[src/rtl/sscfg_pkg.sv]
package sscfg_pkg;
   typedef enum logic [2:0] {
      ST_NONE        = 3'd0,
      ST_OK          = 3'd1,
      ST_TMO_CLEAR   = 3'd2,
      ST_TMO_RELEASE = 3'd3,
      ST_CRC         = 3'd4,
      ST_TMO_DONE    = 3'd5
   } cfg_status_e;

   typedef enum logic [2:0] {
      PH_IDLE,
      PH_PROG,
      PH_RELEASE,
      PH_FETCH,
      PH_SHIFT,
      PH_FINISH
   } cfg_phase_e;
endpackage

[src/rtl/sscfg_tick.sv]
// Half-period strobe for the configuration clock.
module sscfg_tick #(
   parameter int unsigned DIV = 4
) (
   input  logic clk,
   input  logic rst_n,
   input  logic en_i,
   output logic tick_o
);
   generate
      if (DIV <= 1) begin : g_direct
         assign tick_o = en_i;
      end else begin : g_count
         localparam int unsigned CW = $clog2(DIV);
         logic [CW-1:0] cnt_q;
         always_ff @(posedge clk or negedge rst_n) begin
            if (!rst_n)                        cnt_q <= '0;
            else if (!en_i)                    cnt_q <= '0;
            else if (cnt_q == CW'(DIV - 1))    cnt_q <= '0;
            else                               cnt_q <= cnt_q + 1'b1;
         end
         assign tick_o = en_i && (cnt_q == CW'(DIV - 1));
      end
   endgenerate
endmodule

[src/rtl/sscfg_timer.sv]
// Phase timeout counter, restarted on each phase change.
module sscfg_timer #(
   parameter int unsigned LIMIT = 1000
) (
   input  logic clk,
   input  logic rst_n,
   input  logic clear_i,
   output logic expired_o
);
   localparam int unsigned TW = $clog2(LIMIT + 1);
   logic [TW-1:0] cnt_q;

   always_ff @(posedge clk or negedge rst_n) begin
      if (!rst_n)                       cnt_q <= '0;
      else if (clear_i)                 cnt_q <= '0;
      else if (cnt_q != TW'(LIMIT))     cnt_q <= cnt_q + 1'b1;
   end

   assign expired_o = (cnt_q == TW'(LIMIT));
endmodule

[src/rtl/sscfg_shift.sv]
// Serialiser: MSB first, data set while clock low, free-running clock with data high.
module sscfg_shift #(
   parameter int unsigned W = 8
) (
   input  logic         clk,
   input  logic         rst_n,
   input  logic         tick_i,
   input  logic         load_i,
   input  logic [W-1:0] data_i,
   input  logic         freerun_i,
   output logic         active_o,
   output logic         byte_done_o,
   output logic         cclk_o,
   output logic         din_o
);
   localparam int unsigned NW = $clog2(W + 1);
   logic [W-1:0]  sreg_q;
   logic [NW-1:0] left_q;

   always_ff @(posedge clk or negedge rst_n) begin
      if (!rst_n) begin
         sreg_q      <= '0;
         left_q      <= '0;
         cclk_o      <= 1'b1;
         din_o       <= 1'b1;
         byte_done_o <= 1'b0;
      end else begin
         byte_done_o <= 1'b0;
         if (left_q == '0) begin
            if (load_i) begin
               sreg_q <= data_i;
               left_q <= NW'(W);
               cclk_o <= 1'b0;
               din_o  <= data_i[W-1];
            end else if (freerun_i) begin
               din_o <= 1'b1;
               if (tick_i) cclk_o <= ~cclk_o;
            end else begin
               cclk_o <= 1'b1;
               din_o  <= 1'b1;
            end
         end else if (tick_i) begin
            if (!cclk_o) begin
               cclk_o <= 1'b1;
            end else if (left_q == NW'(1)) begin
               left_q      <= '0;
               byte_done_o <= 1'b1;
            end else begin
               left_q <= left_q - 1'b1;
               sreg_q <= sreg_q << 1;
               cclk_o <= 1'b0;
               din_o  <= sreg_q[W-2];
            end
         end
      end
   end

   assign active_o = (left_q != '0);
endmodule

[src/rtl/sscfg_loader.sv]
module sscfg_loader
   import sscfg_pkg::*;
#(
   parameter int unsigned BYTE_W      = 8,
   parameter int unsigned CLK_DIV     = 4,
   parameter int unsigned TIMEOUT_CYC = 1_000_000
) (
   input  logic              clk,
   input  logic              rst_n,
   input  logic              start_i,
   input  logic [BYTE_W-1:0] in_data_i,
   input  logic              in_last_i,
   input  logic              in_valid_i,
   output logic              in_ready_o,
   input  logic              init_n_i,
   input  logic              done_i,
   output logic              prog_n_o,
   output logic              cclk_o,
   output logic              din_o,
   output logic              busy_o,
   output logic [2:0]        status_o
);
   generate
      if (BYTE_W < 2) begin : g_bad_width
         $error("BYTE_W must be at least 2");
      end
      if (CLK_DIV < 1) begin : g_bad_div
         $error("CLK_DIV must be at least 1");
      end
      if (TIMEOUT_CYC < 1) begin : g_bad_tmo
         $error("TIMEOUT_CYC must be at least 1");
      end
   endgenerate

   cfg_phase_e  phase_q, phase_d;
   cfg_status_e status_q, status_d;
   logic        last_q;
   logic        crc_hit, load, freerun, expired, tick;
   logic        sh_active, sh_done;

   assign crc_hit    = !init_n_i && !done_i;
   assign in_ready_o = (phase_q == PH_FETCH) && !crc_hit;
   assign load       = in_ready_o && in_valid_i;
   assign freerun    = (phase_q == PH_FINISH);

   always_comb begin
      phase_d  = phase_q;
      status_d = status_q;
      unique case (phase_q)
         PH_IDLE: if (start_i) begin
            phase_d  = PH_PROG;
            status_d = ST_NONE;
         end
         PH_PROG: begin
            if (!init_n_i)    phase_d = PH_RELEASE;
            else if (expired) begin phase_d = PH_IDLE; status_d = ST_TMO_CLEAR; end
         end
         PH_RELEASE: begin
            if (init_n_i)     phase_d = PH_FETCH;
            else if (expired) begin phase_d = PH_IDLE; status_d = ST_TMO_RELEASE; end
         end
         PH_FETCH: begin
            if (crc_hit)      begin phase_d = PH_IDLE; status_d = ST_CRC; end
            else if (load)    phase_d = PH_SHIFT;
         end
         PH_SHIFT: if (sh_done) phase_d = last_q ? PH_FINISH : PH_FETCH;
         PH_FINISH: begin
            if (done_i)       begin phase_d = PH_IDLE; status_d = ST_OK; end
            else if (expired) begin phase_d = PH_IDLE; status_d = ST_TMO_DONE; end
         end
         default: phase_d = PH_IDLE;
      endcase
   end

   always_ff @(posedge clk or negedge rst_n) begin
      if (!rst_n) begin
         phase_q  <= PH_IDLE;
         status_q <= ST_NONE;
         last_q   <= 1'b0;
      end else begin
         phase_q  <= phase_d;
         status_q <= status_d;
         if (load) last_q <= in_last_i;
      end
   end

   sscfg_timer #(.LIMIT(TIMEOUT_CYC)) u_timer (
      .clk       (clk),
      .rst_n     (rst_n),
      .clear_i   (phase_d != phase_q),
      .expired_o (expired)
   );

   sscfg_tick #(.DIV(CLK_DIV)) u_tick (
      .clk    (clk),
      .rst_n  (rst_n),
      .en_i   (sh_active || freerun),
      .tick_o (tick)
   );

   sscfg_shift #(.W(BYTE_W)) u_shift (
      .clk         (clk),
      .rst_n       (rst_n),
      .tick_i      (tick),
      .load_i      (load),
      .data_i      (in_data_i),
      .freerun_i   (freerun),
      .active_o    (sh_active),
      .byte_done_o (sh_done),
      .cclk_o      (cclk_o),
      .din_o       (din_o)
   );

   assign prog_n_o = (phase_q != PH_PROG);
   assign busy_o   = (phase_q != PH_IDLE);
   assign status_o = status_q;
endmodule

[config.mk]
export PLATFORM = sky130hd
export DESIGN_NAME = sscfg_loader
export DESIGN_NICKNAME = d
export VERILOG_FILES = /design/src/rtl/sscfg_pkg.sv /design/src/rtl/sscfg_tick.sv /design/src/rtl/sscfg_timer.sv /design/src/rtl/sscfg_shift.sv /design/src/rtl/sscfg_loader.sv
export SDC_FILE = /design/constraint.sdc
export NUM_CORES = 1
export LEC_CHECK = 0
export BUFFER_PORTS_ARGS = -buffer_cell sky130_fd_sc_hd__buf_4
export CAP_MARGIN = 20
export CORE_UTILIZATION = 59
export CTS_CLUSTER_DIAMETER = 150
export DETAILED_ROUTE_END_ITERATION = 10
export PLACE_DENSITY_LB_ADDON = 0.2
export SYNTH_ARGS = -nofsm -noshare
export SYNTH_HDL_FRONTEND = slang
export SYNTH_SLANG_ARGS = --single-unit
[constraint.sdc]
create_clock -name clk -period 2.51 [get_ports clk]
set_input_delay 0.6275 -clock clk [delete_from_list [all_inputs] [get_ports clk]]
set_output_delay 0.6275 -clock clk [all_outputs]
set_load 0.02 [all_outputs]
==> impl_metrics.json, run 1 <==
{
  "placed_area_mm2": 0.002624,
  "yosys.cell_types.count": 49,
  "slew_viol_final": 0,
  "layout.cells.most_common_list": "41 x sky130_fd_sc_hd__dfrtp_1, 28 x sky130_fd_sc_hd__buf_4, 27 x sky130_fd_sc_hd__nor3_1",
  "synthCells": 255,
  "crit_path_start_kind": "register",
  "layout.cells.most_common": "sky130_fd_sc_hd__dfrtp_1",
  "hp-class": "in2async",
  "clkPwrFrac": 0.213,
  "max_stage_delay_ns": 0.58,
  "global_route.usage.met3": 0.03819,
  "total_leakage_power_nw": 1.162,
  "placementRows": 22,
  "final_antenna_net_count": 0,
  "grt.met2_usage": 0.3852,
  "timing.critical_path.buf_inv": 1,
  "tritoncts_num_sinks": 43,
  "power.net_switching_mw": 0.8185,
  "synth.net_count": 276,
  "clock_tree.htree_level_count": 2,
  "vias": 1908,
  "worst_skew_pair.late_latency_ns": 0.29,
  "part_of_the_total_power_dissipated_in_combinational_logic": 0.381,
  "detailed_place_hpwl_um": 3217,
  "yosys_warnings": 0,
  "critical_path.cell_chain": "or4b_1 > nor4_4 > a21boi_1 > o221ai_1 > buf_4 > nor3_1",
  "critPathTopFamily": "simple AND/OR/NAND/NOR gates",
  "numPortBuffers": 22,
  "switching_share": 0.3833,
  "clkTransAtPathRegs_ns": 0.08,
  "area_delta_synth_final_pct": 13.55,
  "fin_cells": 329,
  "largest_net_degree_at_the_start_of_global_routing": 44,
  "combined_area_of_the_multi_input_logic_cells_mm2": 0.001245,
  "worstPathRequired_ns": 2.68,
  "grt.total_usage": 0.2478,
  "worstSetupEndpointType": "register",
  "avgRoutedWirePerCell_um": 14.09,
  "number_of_vias_per_cell": 5.799,
  "cts_tree": "built",
  "cap_violations": 0,
  "fillCellCount": 292,
  "pre_cts_slack_ns": 0.3796,
  "hold_viol_final": 0,
  "clock-root-buffer": "sky130_fd_sc_hd__clkbuf_8",
  "grt_pass1_vias": 1818,
  "finish.instance_area_mm2": 0.002715,
  "worst_rel_slew_slack": 0.6325,
  "rsz_0062_raised_after_global_routing": "false",
  "worst_hold_slack_ns": 0.3117,
  "cp_max_fo": 20,
  "place_inst": 321,
  "fin_crit_period_ns": 2.138,
  "share_seq_of_total_power": 0.406,
  "maxClockFrequency_mhz": 467.7,
  "floorplan.initialDensity": 0.6340,
  "grt_pass1_wl_um": 8114,
  "post_cts_setup_buffer_count": 0,
  "groute.layer.met1.usage": 0.3409,
  "global_route.peak_usage_layer": "met2",
  "antenna-diode-count": 0,
  "cts_max_path_buffers": 2,
  "intPower_mw": 1.317,
  "synth_seq_cells": 43,
  "place_congestion": 0.8204,
  "totalPowerFinal_mw": 2.135,
  "worst_ep_arrival_time_ns": 2.31,
  "fin_setup_tns_ns": 0,
  "cts_inserted_buffers": 5,
  "final_critical_path_setup_slack_ns": 0.3720,
  "drt_pre_antenna_iters": 4,
  "async_reset_ff_frac": 1.000,
  "most_used_dff_post_synth": "sky130_fd_sc_hd__dfrtp_1",
  "fin_util": 0.7200,
  "drc": 0,
  "grt_overflow": 0,
  "power.density_cell_area_mw_per_mm2": 786.4,
  "run_status": "finished, final reports clean",
  "worst-setup-path-type": "reg2reg",
  "drtIter0Drc": 113,
  "routed_wirelength_um": 4637,
  "postCtsResizedCells": 0,
  "nNetsFinal": 301,
  "initial_antenna_violation_count": 0,
  "critical_path.slowest_cell": "sky130_fd_sc_hd__or4b_1",
  "cts_hold_repair.buffers": 0,
  "post_route_cells_drive_above_1_share": 0.1708,
  "finalCritPeriodShare": 0.8518,
  "boundaryPins": 23,
  "post_synth_edffs": 0,
  "synthesized_area_per_cell_um2": 9.377,
  "clock-skew-final_ns": 0.004733,
  "setup_viol": 0,
  "design.die.area_mm2": 0.004311,
  "die_y_um": 65.66,
  "vdd.ir_drop.worst_mv": 0.5316,
  "synth_seq_area_share": 0.4511,
  "die_w_um": 65.66,
  "core_mm2": 0.003771,
  "synthesis.area_mm2": 0.002391,
  "worstMarginPinSlew_ns": 0.5444,
  "area.sequential_mm2": 0.001079
}
[registers in the layout (all words and copies together) (netlist names)]
register              flops
u_timer.cnt_q            20
status_o                  3
last_q                    1
u_shift.cclk_o            1
u_shift.din_o             1
u_shift.sreg_q            7
u_shift.byte_done_o       1
u_shift.left_q            4
phase_q                   3
u_tick.g_count.cnt_q      2
[final timing paths]
path	cells after the start	end	start	slack (ns)
worst max-delay path	6	u_timer.cnt_q[7]	u_timer.cnt_q[11]	0.37
worst min-delay path	1	status_o[1]	rst_n	0.31
worst max register to register	6	u_timer.cnt_q[7]	u_timer.cnt_q[11]	0.37
worst min register to register	1	u_tick.g_count.cnt_q[0]	u_tick.g_count.cnt_q[0]	0.46
max in group asynchronous	1	u_shift.left_q[1]	rst_n	1.83
min in group clk	1	u_tick.g_count.cnt_q[0]	u_tick.g_count.cnt_q[0]	0.46
[Yosys cell counts, drive strengths merged, types with 2 or more instances]
master	number	area (um^2)
inv	8	30.03
ha	6	75.07
nor2b	5	31.28
nand3	9	45.04
nor4	3	33.78
xnor2	12	105.1
buf	4	20.02
o21ai	18	90.09
a21oi	8	40.04
or4b	3	33.78
nor3	29	150.1
a22oi	2	15.01
or4	2	15.01
dfrtp	41	1026
clkbuf	6	22.52
mux2	4	52.55
nor2	20	75.07
nand2b	10	62.56
nand4	2	12.51
xor2	6	52.55
dfstp	2	52.55
mux2i	8	80.08
a21boi	2	15.02
nand2	26	100.1
[final cells by class]
cell class,count,area share
clock buffers,7,0.03180
clock inverters,1,0.001843
inverters,8,0.01106
multi-input cells,194,0.4585
flip-flops and latches,43,0.3972
well taps,48,0.02212
repair buffers,28,0.07742
[layer usage]
metal	vias up	routed length, um
met2	60	2160
li1	945	-
met5	-	0
met4	0	74
met3	7	255
met1	896	2147
[power by group through the flow]
stage | registers, mW | clock network [mW] | logic (mW)
after global placement | 0.876 | 0 | 0.802
after floorplan | 0.837 | 0 | 0.621
final | 0.866 | 0.455 | 0.814
after detailed placement | 0.879 | 0 | 0.811
after CTS | 0.864 | 0.469 | 0.817
after global routing | 0.882 | 0.487 | 0.890
[kinds of logic (layout without fill, tap and decap cells)]
logic type	count (synthesis)	after routing	synth area share
AOI/OAI and AO/OA	43	43	0.1110
DFF	43	43	0.4511
muxes	12	12	0.05547
and+or+nand+nor	115	115	0.2548
buffers and inverters	18	44	0.03035
xor gates and xnor gates	18	18	0.06593
adders and majority gates	6	6	0.03140
No activity file was read; power rests on OpenSTA's default activity.
==> run 2, diff against run 1 <==
--- a/config.mk
+++ b/config.mk
@@ -7,6 +7,7 @@
 export LEC_CHECK = 0
 export BUFFER_PORTS_ARGS = -buffer_cell sky130_fd_sc_hd__buf_4
 export CAP_MARGIN = 20
+export CORE_MARGIN = 2
 export CORE_UTILIZATION = 59
 export CTS_CLUSTER_DIAMETER = 150
 export DETAILED_ROUTE_END_ITERATION = 10
==> constraint.sdc (replaced) <==
create_clock -name clk -period 2.4 [get_ports clk]
set_input_delay 0.6 -clock clk [delete_from_list [all_inputs] [get_ports clk]]
set_output_delay 0.6 -clock clk [all_outputs]
set_load 0.02 [all_outputs]
==> impl_metrics.json, run 2 (synthesis gave the netlist of run 1 again) <==
{
  "run_status": "finished, final reports clean",
  "reg_top3": "u_timer.cnt_q: 20 flops, u_shift.sreg_q: 7 flops, u_shift.left_q: 4 flops",
  "global_route.usage.met3": 0.04500,
  "layout.cells.most_common_list": "41 x sky130_fd_sc_hd__dfrtp_1, 29 x sky130_fd_sc_hd__buf_4, 27 x sky130_fd_sc_hd__nor3_1",
  "numPortBuffers": 22,
  "clock_tree.htree_level_count": 2,
  "max_flop_register": "u_timer.cnt_q",
  "place_congestion": 0.8531,
  "worstMarginPinSlew_ns": 0.5326,
  "grt_pass1_wl_um": 8031,
  "fillCellCount": 295,
  "clock-root-buffer": "sky130_fd_sc_hd__clkbuf_8",
  "slew_viol_final": 0,
  "nNetsFinal": 303,
  "fin_crit_period_ns": 2.173,
  "detailed_place_hpwl_um": 3386,
  "cp_max_fo": 5,
  "setup_viol": 0,
  "worst_ep_arrival_time_ns": 2.34,
  "largest_register_ff_count": 20,
  "grt.total_usage": 0.2367,
  "design.die.area_mm2": 0.004578,
  "grt_overflow": 0,
  "cts_hold_repair.buffers": 0,
  "post_route_cells_drive_above_1_share": 0.1802,
  "rrSetupSlack_ns": 0.23,
  "drc": 0,
  "finalCritPeriodShare": 0.9054,
  "grt.met2_usage": 0.3922,
  "vdd.ir_drop.worst_mv": 0.3860,
  "clkTransAtPathRegs_ns": 0.08,
  "antenna-diode-count": 0,
  "tritoncts_num_sinks": 43,
  "post_cts_setup_buffer_count": 0,
  "cts_tree": "built",
  "placementRows": 23,
  "core_mm2": 0.003943,
  "fin_util": 0.7030,
  "largest_net_degree_at_the_start_of_global_routing": 44,
  "drtIter0Drc": 119,
  "routed_wirelength_um": 4806,
  "cts_max_path_buffers": 2,
  "crit_path_start_kind": "register",
  "worstSetupEndpointType": "register",
  "area.sequential_mm2": 0.001079,
  "rsz_0062_raised_after_global_routing": "false",
  "postCtsResizedCells": 0,
  "clock-skew-final_ns": 0.005056,
  "number_of_vias_per_cell": 5.766,
  "combined_area_of_the_multi_input_logic_cells_mm2": 0.001245,
  "groute.layer.met1.usage": 0.3032,
  "avgRoutedWirePerCell_um": 14.43,
  "die_y_um": 67.66,
  "maxClockFrequency_mhz": 460.2,
  "final_antenna_net_count": 0,
  "boundaryPins": 23,
  "initial_antenna_violation_count": 0,
  "layout.cells.most_common": "sky130_fd_sc_hd__dfrtp_1",
  "area_delta_synth_final_pct": 15.91,
  "totalPowerFinal_mw": 2.409,
  "drt_pre_antenna_iters": 4,
  "global_route.peak_usage_layer": "met2",
  "r2r.worst_path.cells": 5,
  "r2r_endpoint": "phase_q[1]",
  "vias": 1920,
  "hold_viol_final": 0,
  "worst_rel_slew_slack": 0.6404,
  "hp-class": "in2async",
  "cap_violations": 0,
  "grt_pass1_vias": 1778,
  "fin_setup_tns_ns": 0,
  "total_leakage_power_nw": 1.188,
  "worstPathRequired_ns": 2.57,
  "cts_inserted_buffers": 5,
  "floorplan.initialDensity": 0.6065,
  "worst_skew_pair.late_latency_ns": 0.30,
  "die_w_um": 67.66,
  "worst-setup-path-type": "reg2reg",
  "regToRegStartpoint": "u_timer.cnt_q[13]",
  "power.density_cell_area_mw_per_mm2": 869.2
}
[run 2: changes by cell type in the layout (fill, tap and decap cells not counted), sizes merged]
cell    previous run  this run
bufinv             0         1
clkbuf             7         6
buf               28        30
[run 2: layout make-up]
cell class,count,area share
inverter,8,0.01084
timing repair buffer,30,0.08578
tap,50,0.02257
clock buffer,6,0.02980
multi-input combinational,194,0.4492
sequential,43,0.3892
clock inverter,2,0.01264
[run 2: layer usage]
layer | up-vias | wire length [um]
li1 | 950 | -
met1 | 923 | 2192
met2 | 41 | 2351
met3 | 6 | 207
met4 | 0 | 55
met5 | - | 0
[run 2: worst max path at each step]
stage	start	to	slack, ns
after global routing	u_timer.cnt_q[13]	phase_q[1]	0.09
after detailed placement	u_timer.cnt_q[13]	status_o[1]	0.25
final	u_timer.cnt_q[13]	phase_q[1]	0.23
after floorplan	u_shift.left_q[1]	u_shift.sreg_q[1]	0.35
after CTS	u_timer.cnt_q[13]	phase_q[1]	0.22
after global placement	u_timer.cnt_q[10]	status_o[1]	0.29
[run 2: report_power, final]
group,switching (mW),leakage [nW],internal (mW)
clock network,0.250,0.0612,0.337
registers,0.103,0.574,0.791
logic,0.529,0.553,0.398
total,0.883,1.19,1.53
[run 2: metrics by stage]
step	area, um^2	hold WS (ns)	std cells	setup WS, ns
final	2771	0.2874	333	0.2271
after global routing	2771	0.3213	333	0.09105
after CTS	2771	0.2977	333	0.2247
after detailed placement	2654	0.4330	325	0.2461
after global placement	2654	0.4257	325	0.2873
after floorplan	2391	0.3044	255	0.3480
[run 2: critical path: stages, from the launching register on]
cell,delay (ns)
sky130_fd_sc_hd__dfrtp_1,0.44
sky130_fd_sc_hd__or4b_4,0.56
sky130_fd_sc_hd__nor4_4,0.35
sky130_fd_sc_hd__nand2_2,0.16
sky130_fd_sc_hd__a2111oi_0,0.47
sky130_fd_sc_hd__a21oi_1,0.08
==> run 3, diff against run 2 <==
--- a/config.mk
+++ b/config.mk
@@ -7,6 +7,7 @@
 export LEC_CHECK = 0
 export BUFFER_PORTS_ARGS = -buffer_cell sky130_fd_sc_hd__buf_4
 export CAP_MARGIN = 20
+export CORE_ASPECT_RATIO = 2
 export CORE_MARGIN = 2
 export CORE_UTILIZATION = 59
 export CTS_CLUSTER_DIAMETER = 150
==> impl_metrics.json, run 3 (synthesis gave the netlist of run 1 again) <==
{
  "cts_tree": "built",
  "postCtsResizedCells": 0,
  "worst_skew_pair.late_latency_ns": 0.29,
  "max_flop_register": "u_timer.cnt_q",
  "pre_cts_slack_ns": 0.2151,
  "tritoncts_num_sinks": 43,
  "place_congestion": 0.8632,
  "grt_pass1_vias": 2093,
  "numPortBuffers": 22,
  "reg_top3": "u_timer.cnt_q: 20 flops, u_shift.sreg_q: 7 flops, u_shift.left_q: 4 flops",
  "post_cts_setup_buffer_count": 0,
  "floorplan.initialDensity": 0.6157,
  "part_of_the_total_power_dissipated_in_combinational_logic": 0.365,
  "regToRegStartpoint": "u_shift.left_q[1]",
  "slew_viol_final": 0,
  "r2r_endpoint": "u_shift.sreg_q[1]",
  "layout.cells.most_common_list": "41 x sky130_fd_sc_hd__dfrtp_1, 29 x sky130_fd_sc_hd__buf_4, 27 x sky130_fd_sc_hd__nor3_1",
  "fin_crit_period_ns": 2.179,
  "initial_antenna_violation_count": 0,
  "maxClockFrequency_mhz": 458.9,
  "crit_path_start_kind": "register",
  "clkPwrFrac": 0.250,
  "clkTransAtPathRegs_ns": 0.09,
  "drc": 0,
  "share_seq_of_total_power": 0.385,
  "grt_overflow": 0,
  "core_mm2": 0.003884,
  "cap_violations": 0,
  "worst_ep_arrival_time_ns": 2.31,
  "fin_setup_tns_ns": 0,
  "cts_inserted_buffers": 5,
  "clock-skew-final_ns": 0.007583,
  "clock-root-buffer": "sky130_fd_sc_hd__clkbuf_8",
  "final_antenna_net_count": 0,
  "die_w_um": 49.02,
  "largest_register_ff_count": 20,
  "worst_rel_slew_slack": 0.4637,
  "avgRoutedWirePerCell_um": 16.05,
  "power.net_switching_mw": 0.8804,
  "cts_hold_repair.buffers": 0,
  "die_y_um": 94.03,
  "grt_pass1_wl_um": 9301,
  "clock_tree.htree_level_count": 2,
  "cp_max_fo": 13,
  "rsz_0062_raised_after_global_routing": "false",
  "drtIter0Drc": 38,
  "post_route_cells_drive_above_1_share": 0.1773,
  "nNetsFinal": 302,
  "totalPowerFinal_mw": 2.361,
  "routed_wirelength_um": 5344,
  "hp-class": "in2async",
  "placementRows": 32,
  "worstSetupEndpointType": "register",
  "worstMarginPinSlew_ns": 0.8028,
  "r2r.worst_path.cells": 6,
  "worst-setup-path-type": "reg2reg",
  "rrSetupSlack_ns": 0.22,
  "design.die.area_mm2": 0.004609,
  "intPower_mw": 1.481,
  "largest_net_degree_at_the_start_of_global_routing": 44,
  "area_delta_synth_final_pct": 15.12,
  "power.density_cell_area_mw_per_mm2": 857.9,
  "vdd.ir_drop.worst_mv": 0.7621,
  "number_of_vias_per_cell": 5.835,
  "detailed_place_hpwl_um": 3899,
  "grt.total_usage": 0.2631,
  "setup_viol": 0,
  "cts_max_path_buffers": 2,
  "drt_pre_antenna_iters": 4,
  "run_status": "finished, final reports clean",
  "final_critical_path_setup_slack_ns": 0.2207,
  "switching_share": 0.3728,
  "vias": 1943,
  "boundaryPins": 23,
  "layout.cells.most_common": "sky130_fd_sc_hd__dfrtp_1",
  "antenna-diode-count": 0,
  "worstPathRequired_ns": 2.53,
  "hold_viol_final": 0,
  "total_leakage_power_nw": 1.180,
  "finalCritPeriodShare": 0.9080
}
## run 3: changes by cell type in the layout (fill, tap and decap cells not counted)
cell / before / now
sky130_fd_sc_hd__buf_12: 1 / 0
## run 3: final cells by class
class / instances / area, um^2
multi-input combinational: 194 / 1245
fill: 326 / 1131
sequential: 43 / 1079
timing repair buffer: 29 / 217.7
clock buffer: 6 / 82.58
tap: 51 / 63.81
clock inverter: 2 / 35.03
inverter: 8 / 30.03
## run 3: stage by stage
step	hold WS, ns	area (um^2)	util	instances
finish	0.2752	2753	0.7088	333
floorplan	0.3044	2391	-	255
global route	0.3225	2753	0.7088	333
global placement	0.4238	2635	0.6785	325
CTS	0.2937	2753	0.7088	333
detailed placement	0.4356	2635	0.6785	325
## run 3: power groups by stage
stage / sequential, mW / clock, mW / combinational (mW)
2_1_floorplan: 0.876 / 0 / 0.649
3_3_place_gp: 0.917 / 0 / 0.855
3_5_place_dp: 0.922 / 0 / 0.868
4_1_cts: 0.909 / 0.603 / 0.872
5_1_grt: 0.929 / 0.637 / 0.950
6_report: 0.910 / 0.590 / 0.862
## run 3: worst max path at each step
stage / from / endpoint / slack [ns] / depth (start not counted)
6_report: u_shift.left_q[1] / u_shift.sreg_q[1] / 0.22 / 6
3_3_place_gp: u_timer.cnt_q[13] / status_o[0] / 0.25 / 5
5_1_grt: u_timer.cnt_q[13] / phase_q[1] / 0.04 / 5
4_1_cts: u_timer.cnt_q[13] / phase_q[1] / 0.21 / 5
3_5_place_dp: done_i / u_shift.sreg_q[6] / 0.22 / 5
2_1_floorplan: u_shift.left_q[1] / u_shift.sreg_q[1] / 0.35 / 7
## run 3: critical path, cell delays in order, from the launching register on
cell	delay (ns)
sky130_fd_sc_hd__dfrtp_1	0.40
sky130_fd_sc_hd__inv_1	0.10
sky130_fd_sc_hd__ha_1	0.20
sky130_fd_sc_hd__or3b_2	0.47
sky130_fd_sc_hd__a31oi_1	0.23
sky130_fd_sc_hd__o21bai_1	0.41
sky130_fd_sc_hd__o21ai_0	0.22
## run 3: per-layer routing
| metal | part of all wire | vias up | track usage | wire length (um) |
|---|---|---|---|---|
| met5 | 0 | - | 0 | 0 |
| met4 | 0.037 | 0 | 0.1500 | 198 |
| li1 | - | 950 | - | - |
| met2 | 0.58 | 37 | 0.5046 | 3087 |
| met1 | 0.36 | 944 | 0.2629 | 1937 |
| met3 | 0.023 | 12 | 0.03503 | 121 |
